<file path="config.mk">
export PLATFORM = sky130hd
export DESIGN_NAME = isolate_recheck_ctrl
export DESIGN_NICKNAME = d
export VERILOG_FILES = /design/src/rtl/isolate_recheck_ctrl.sv
export SDC_FILE = /design/constraint.sdc
export NUM_CORES = 1
export LEC_CHECK = 0
export ABC_AREA = 1
export BUFFER_PORTS_ARGS = -buffer_cell sky130_fd_sc_hd__buf_2
export CAP_MARGIN = 20
export CELL_PAD_IN_SITES_DETAIL_PLACEMENT = 0
export CELL_PAD_IN_SITES_GLOBAL_PLACEMENT = 2
export CORE_MARGIN = 1
export CORE_UTILIZATION = 29
export DETAILED_ROUTE_END_ITERATION = 10
export GPL_TIMING_DRIVEN = 0
export PLACE_DENSITY_LB_ADDON = 0.1
export SLEW_MARGIN = 20
export SYNTH_ARGS = -nofsm -noshare
export SYNTH_HDL_FRONTEND = slang
export SYNTH_SLANG_ARGS = --single-unit
</file>
<file path="constraint.sdc">
create_clock -name clk -period 2.95 [get_ports clk]
set_input_delay 0.295 -clock clk [delete_from_list [all_inputs] [get_ports clk]]
set_output_delay 0.295 -clock clk [all_outputs]
set_load 0.01 [all_outputs]
</file>
<file path="src/rtl/isolate_recheck_ctrl.sv">
module isolate_recheck_ctrl #(
  parameter int ROWS  = 4,
  parameter int COLS  = 8,
  parameter int CNT_W = 16
) (
  input  logic                   clk,
  input  logic                   rst_n,
  input  logic                   start_i,
  input  logic [CNT_W-1:0]       budget_i,
  input  logic                   loc_done_i,
  input  logic [ROWS*COLS-1:0]   loc_map_i,
  output logic [ROWS*COLS-1:0]   iso_mask_o,
  output logic                   loc_start_o,
  output logic [ROWS*COLS-1:0]   fault_map_o,
  output logic                   busy_o,
  output logic                   timeout_o
);
  localparam int N  = ROWS * COLS;
  localparam int IW = (N > 1) ? $clog2(N) : 1;

  typedef enum logic [2:0] {S_IDLE, S_ISO_GO, S_ISO_WAIT, S_SCAN, S_REL_GO, S_REL_WAIT} st_t;

  st_t              st;
  logic [IW-1:0]    idx;
  logic [CNT_W-1:0] cnt, bud;
  logic [N-1:0]     fault, iso;
  logic             tmo;

  wire [N-1:0] fresh   = loc_map_i & ~iso;
  wire         last    = (idx == IW'(N - 1));
  wire         rel_ph  = (st == S_SCAN) || (st == S_REL_GO) || (st == S_REL_WAIT);

  assign iso_mask_o  = iso;
  assign fault_map_o = fault;
  assign busy_o      = (st != S_IDLE);
  assign timeout_o   = tmo;
  assign loc_start_o = (st == S_ISO_GO) || (st == S_REL_GO);

  always_ff @(posedge clk or negedge rst_n) begin
    if (!rst_n) begin
      st    <= S_IDLE;
      idx   <= '0;
      cnt   <= '0;
      bud   <= '0;
      fault <= '0;
      iso   <= '0;
      tmo   <= 1'b0;
    end else if (st == S_IDLE) begin
      if (start_i) begin
        st    <= S_ISO_GO;
        fault <= '0;
        iso   <= '0;
        cnt   <= '0;
        bud   <= budget_i;
        tmo   <= 1'b0;
      end
    end else begin
      cnt <= cnt + CNT_W'(1);
      if (cnt == bud) begin
        st  <= S_IDLE;
        tmo <= 1'b1;
        iso <= iso | fault;
      end else begin
        case (st)
          S_ISO_GO: st <= S_ISO_WAIT;
          S_ISO_WAIT:
            if (loc_done_i) begin
              if (fresh == '0) begin
                st  <= S_SCAN;
                idx <= '0;
              end else begin
                fault <= fault | fresh;
                iso   <= iso | fresh;
                st    <= S_ISO_GO;
              end
            end
          S_SCAN:
            if (fault[idx]) begin
              iso[idx] <= 1'b0;
              st       <= S_REL_GO;
            end else if (last) begin
              st <= S_IDLE;
            end else begin
              idx <= idx + IW'(1);
            end
          S_REL_GO: st <= S_REL_WAIT;
          S_REL_WAIT:
            if (loc_done_i) begin
              if (loc_map_i == '0) fault[idx] <= 1'b0;
              iso[idx] <= 1'b1;
              if (last) st <= S_IDLE;
              else begin
                idx <= idx + IW'(1);
                st  <= S_SCAN;
              end
            end
          default: st <= S_IDLE;
        endcase
      end
    end
  end

  assert_start_pulse_R2: assert property (@(posedge clk) disable iff (!rst_n)
    loc_start_o |=> !loc_start_o);

  assert_single_release_R5: assert property (@(posedge clk) disable iff (!rst_n)
    $countones(fault_map_o & ~iso_mask_o) <= 1);

  assert_no_growth_R6: assert property (@(posedge clk) disable iff (!rst_n)
    (rel_ph && $past(rel_ph)) |-> ((fault_map_o & ~$past(fault_map_o)) == '0));

  assert_final_cover_R7: assert property (@(posedge clk) disable iff (!rst_n)
    !busy_o |-> ((fault_map_o & ~iso_mask_o) == '0));

  assert_budget_stop_R8: assert property (@(posedge clk) disable iff (!rst_n)
    (busy_o && cnt == bud) |=> (!busy_o && timeout_o));

  assert_idle_hold_R9: assert property (@(posedge clk) disable iff (!rst_n)
    (!busy_o && !start_i) |=> ($stable(fault_map_o) && $stable(iso_mask_o)));
endmodule

</file>
## Word-level counts from Yosys, hierarchy flattened

Cells that the tools add are included.

- $add $sub $neg: 2
- $lt $le $gt $ge: 2
- Equality and inequality tests: 22
- Muxes and demuxes: 40
- Bitwise logic cells: 11
- Reductions and logical operators: 16

Operators with widths:

| kind | number |
|---|---|
| 32-bit two-way mux | 13 |
| 32-bit OR | 4 |
| 32-bit AND | 3 |
| 32-bit one-hot mux with 3 select lines | 1 |
| 32-bit logical NOT | 2 |
| 32-bit inverter | 2 |
| 32-bit one-hot mux with 2 select lines | 1 |
| 16-bit two-way mux | 2 |
| 5-bit two-way mux | 5 |
| 3-bit two-way mux | 7 |
| 16-bit by 1-bit adder with 16-bit output (second input constant) | 1 |
| 16-bit equality test | 1 |
| 3-bit one-hot mux with 5 select lines | 1 |
| 5-bit one-hot mux with 3 select lines | 1 |
| 7-bit AND reduction | 2 |
| 2-bit != test (second input constant) | 6 |
| 3-bit nonzero test | 3 |
| 4-bit != test (second input constant) | 2 |
| 3-bit by 2-bit equality test with 1-bit output (second input constant) | 2 |
| 3-bit equality test (second input constant) | 2 |
| 5-bit by 6-bit less-than comparator with 1-bit output (second input constant) | 1 |
| 3-bit != test (second input constant) | 2 |
| 6-bit AND reduction | 1 |
| 5-bit by 1-bit adder with 5-bit output (second input constant) | 1 |
| other kinds (20) | 27 |

- Flip-flop bits (word level): 105
- Input port bits: 52
- Output and inout bits: 67

## Logic depth before layout (Yosys ltp)

- Depth in word-level cells: 11
- Mapped depth: 15

## Least setup slack after synthesis

No wires, ideal clock.

- Path type: reg-to-reg
- From: register idx[0]
- To: register iso[18], in the netlist iso_mask_o[18]
- Library setup time: 0.065 ns
- Arrival time: 1.672 ns
- Slack: 1.213 ns
- Cell stages (with the launch flop): 13
- Path buffers: 2
- Clock period less this slack: 1.737 ns
- Cell sequence: dfrtp_1 > inv_2 > buf_2 > ha_1 > buf_1 > nand2_1 > inv_1 > nand2_1 > a21oi_1 > nand2_1 > nand2_1 > nand3_1 > nand2_1

- Longest elaborated chain between the ends: 10
- Elaborated cells on any way between the ends: 17
- Classes of those cells: order compare (2); eq/ne (1); mux (9); bitwise (3); reduce/logical (2)

Ends and longest elaborated chain:

| what | RTL line | text |
|---|---|---|
| start: declaration | 24 | `logic [IW-1:0] idx;` |
| start signal: assignment | 84 | `idx <= idx + IW'(1);` |
| start signal: assignment | 93 | `idx <= idx + IW'(1);` |
| 5-bit by 6-bit less-than comparator with 1-bit output (implied by the code) or 5-bit by 1-bit greater-or-equal comparator with 1-bit output (tied branches) | 79, 90 |  |
| 1-bit logical AND (implied by the code) | 79, 90 |  |
| 1-bit two-way mux (implied by the code) | 79, 90 |  |
| 1-bit demux with 5-bit select | 79, 90 |  |
| 32-bit inverter (no source line) | n/a |  |
| 32-bit AND (no source line) | n/a |  |
| 32-bit two-way mux | 78 | `if (fault[idx]) begin` |
| 32-bit one-hot mux with 3 select lines | 64 | `case (st)` |
| 32-bit two-way mux | 59 | `if (cnt == bud) begin` |
| 32-bit two-way mux | 48 | `end else if (st == S_IDLE) begin` |
| end signal: assignment | 62 | `iso <= iso \| fault;` |
| end signal: assignment | 73 | `iso <= iso \| fresh;` |
| end: declaration | 26 | `logic [N-1:0] fault, iso;` |

Parallel ways exist; a longest one is shown, timed or not. The select of a mux whose other input is x is not followed.
A chain may end at the register's enable or synchronous reset.

## Final worst setup path

- From: register idx[1]
- To: register iso[29], in the netlist iso_mask_o[29]

The elaborated chain is that of the path after synthesis.

==> run_results.csv <==
group,metric,value,unit
logic_synthesis,synth-seq-area-share,34.1,%
drt,route.detailed.drc,0,
placement,dpl.hpwl,23500,um
layout,design_area,9070,um^2
worst_hold_path,worstHoldPathCells,3,
die,die-width,165,um
placement,numPortBuffers,118,
logic_synthesis,main_combinational_cell_family_by_area_after_synthesis,"simple AND/OR/NAND/NOR gates",
clock_tree,tritoncts_clock_tree,"built",
die,die_ar,27200,um^2
logic_synthesis,yosys-mux-area-fraction,0,%
worst_hold_path,min_path_type,"in -> reg",
clock_tree,max-clock-path-buffers,2,
global_route,antenna_violations_before_repair,0,
critical_path,path_max_fanout,11,
timing,worst_pin_slew,1.01,ns
placement,detailed_place.area,8750,um^2
die,io-pin-count,119,
drt,avgViaCountPerCell,4.84,
global_route,grt_first_pass_wirelength,48700,um
timing,hold-worst-slack,0.115,ns
die,core_area,26100,um^2
logic_synthesis,synth_compound_area_share,16.9,%
global_route,vias_in_the_first_global_route,7856,
timing,timing.max_slew.rel_slack,33.0,%
worst_hold_path,worstHoldEndpoint,"bud[4]$_DFFE_PN0P_",
pwr,peakVddDrop,0.421,mV
drt,routed.top_layer,"met4",
logic_synthesis,post_synth_xor_area_fraction,0.114,%
critical_path,critical_path.startpoint_type,"flop",
worst_hold_path,min_from,"budget_i[4]",
critical_path,worst-endpoint-arrival,3.05,ns
timing,report.final.slew_viol_count,0,
clock_tree,root_buffer,"sky130_fd_sc_hd__clkbuf_16",
timing,rsz_0062_raised_after_global_routing,"no",
critical_path,slowest_stage,"sky130_fd_sc_hd__buf_1",
logic_synthesis,synth_area_leaders,"sky130_fd_sc_hd__dfrtp_1, sky130_fd_sc_hd__nand2_1, sky130_fd_sc_hd__o21ai_0",
timing,finalSetupTns,0,ns
logic_synthesis,synth_edf_count,0,
logic_synthesis,synth.cells.most_frequent,"sky130_fd_sc_hd__nand2_1, sky130_fd_sc_hd__inv_1, sky130_fd_sc_hd__o21ai_0, sky130_fd_sc_hd__dfrtp_1, sky130_fd_sc_hd__a21oi_1",
drt,dr.pass1.iters,5,
die,placementRows,59,
layout,drive_gt1_share,14.6,%
pwr,power.density,1040,nW/um^2
status,result_of_the_run,"finished clean",
critical_path,cp_cell_sequence,"buf_2 -> inv_2 -> ha_1 -> buf_1 -> nand2_1 -> inv_1 -> nand2_1 -> a21oi_1 -> nand2_1 -> nand2_1 -> nand3_1 -> nand2_1",
logic_synthesis,synth.ff_latch_count,105,
critical_path,timing.critical_path.max_delay_family,"buffers and inverters",
global_route,largest_net_degree_at_the_start_of_global_routing,64,
die,fp.dieH,165,um
drt,drt_first_iter_violations,611,
logic_synthesis,synth_top_area_share,34.1,%
clock_tree,clkLatencyLatePin,0.38,ns
drt,wirelength,32200,um
logic_synthesis,mappedNetlistArea,7710,um^2
critical_path,reg2reg_slack,0.23,ns
global_route,grtUsageTotal,24.4,%
logic_synthesis,yosysMostFrequentCell,"sky130_fd_sc_hd__nand2_1",
logic_synthesis,post_synth_fa_ha_maj_area_fraction,0.974,%
logic_synthesis,synth_nets,1323,
clock_tree,cts.repair.resized,0,
layout,final_nets,1452,
critical_path,r2r-start,"idx[1]$_DFFE_PN0P_",
clock_tree,cts.sink_count,105,
pwr,total_power,0.00943,W
logic_synthesis,syn_avg_cell_area,6.09,um^2
timing,finalHoldViolations,0,
pwr,leakage_power,4.92,nW
layout,syn_to_final_growth,17.7,%
logic_synthesis,synth-async-reset-ratio,100,%
clock_tree,cts-buffers-inserted,9,
placement,globalplace.congestion,0.845,
drt,wl_met1,15500,um
critical_path,timing.critical_path.mode_cell,"sky130_fd_sc_hd__nand2_1",
logic_synthesis,synth_cell_type_count,32,
timing,skew,0.0128,ns
global_route,grt.overflow.total,0,
layout,antennaDiodeCount,0,
drt,wl_met2,14900,um
die,initial_core_util,29.6,%
critical_path,reg2regPathDepth,12,
clock_tree,ctsHtreeMaxLevel,3,
critical_path,timing.critical_path.required,3.27,ns
critical_path,r2r-end,"iso_mask_o[29]$_DFFE_PN0P_",
drt,met3WireLength,1350,um
logic_synthesis,synthesized_instance_count,1265,
timing,fin_crit_sh,92.3,%
timing,max_clock_freq,367,MHz
critical_path,critical_path_buf_inv_count,4,
drt,routedWlPerCell,18.6,um
clock_tree,clkTransAtPathRegs,0.09,ns
logic_synthesis,simple_gate_share_of_the_synthesized_area,35.9,%
run,maxCapViolations,0,
logic_synthesis,synth_warnings,0,
critical_path,setup.worst_path.class,"reg -> reg",
logic_synthesis,yosys.area.top_type,"sky130_fd_sc_hd__dfrtp_1",
drt,detailroute.via_count,8398,
timing,report.final.setup_viol,0,
timing,finalCriticalPeriod,2.72,ns
critical_path,end_kind,"flop",
logic_synthesis,synth_flop_cell,"sky130_fd_sc_hd__dfrtp_1",
critical_path,max_stage_delay,0.75,ns
drt,ant_nets,0,
[metal layers]
layer  up-vias  GRT usage (%)
li1       4260              -
met1      3917           34.5
met3        25           2.86
met4         0           5.50
met5         -              0
met2       196           39.3
[worst max-delay path by stage]
stage / from / end / slack, ns / cells past startpoint
2_1_floorplan: idx[0]$_DFFE_PN0P_ / iso_mask_o[18]$_DFFE_PN0P_ / 1.21 / 12
4_1_cts: idx[0]$_DFFE_PN0P_ / iso_mask_o[22]$_DFFE_PN0P_ / 0.17 / 12
6_report: idx[1]$_DFFE_PN0P_ / iso_mask_o[29]$_DFFE_PN0P_ / 0.23 / 12
3_5_place_dp: idx[0]$_DFFE_PN0P_ / iso_mask_o[18]$_DFFE_PN0P_ / 0.18 / 12
3_3_place_gp: rst_n / fault_map_o[27]$_DFFE_PN0P_ / -0.01 / 1
5_1_grt: idx[1]$_DFFE_PN0P_ / iso_mask_o[9]$_DFFE_PN0P_ / 0.14 / 12
[cells by family (layout without fill, tap and decap cells)]
family | count (synthesis) | count (layout)
buffers and inverters | 225 | 359
AOI/OAI and AO/OA | 257 | 257
DFF | 105 | 105
xor gates and xnor gates | 1 | 1
and+or+nand+nor | 671 | 671
adders and majority gates | 6 | 6
[sequential cells by signal, summed over array words and instances (netlist names)]
register,flops
bud,16
cnt,16
fault_map_o,32
idx,5
iso_mask_o,32
st,3
timeout_o,1
[power breakdown]
part	switching (W)	internal (W)
combinational	0.00371	0.00176
sequential	0.000624	0.00199
clock	0.000730	0.000618
total	0.00507	0.00437
[placed cells by master, fill, tap and decap left out, drive strengths merged]
cell type,instances
o21ai,157
a21o,1
nor3,35
or2,4
o21a,2
clkbuf,23
nor2,67
nand4,11
nor4,2
clkinv,4
nand2,483
nand3,69
a21oi,96
dlygate4sd3,1
a31oi,1
ha,6
xor2,1
dfrtp,105
buf,156
inv,175
[final cells by class]
class | instances | area, um^2
fillers | 3027 | 17000
plain buffers | 51 | 277
multi-input cells | 935 | 4150
inverters | 172 | 646
flip-flops and latches | 105 | 2630
repair buffers | 120 | 634
well taps | 335 | 419
clock inverters | 7 | 91.3
clock buffers | 9 | 225
[tightest hold or removal path, delay by kind of cell]
kind                   cells  cell delay [ns]
buffers and inverters      1             0.07
AOI/OAI and AO/OA          1             0.05
and+or+nand+nor            1             0.04
[repair_timing]
item | in CTS | in global routing
buffers inserted | 0 | 0
endpoints found under the setup margin | 0 | 4
hold buffers | 1 | 0
hold endpoints to repair | 42 | 0
[metrics by stage]
stage | std cells | worst slack [ns] | utilization [%]
floorplan | 1265 | 1.21 | -
global placement | 1718 | -0.0112 | 33.4
detailed placement | 1719 | 0.183 | 33.6
CTS | 1736 | 0.171 | 34.8
global route | 1734 | 0.137 | 34.8
finish | 1734 | 0.227 | 34.8
(Power assumes the default switching activity.)
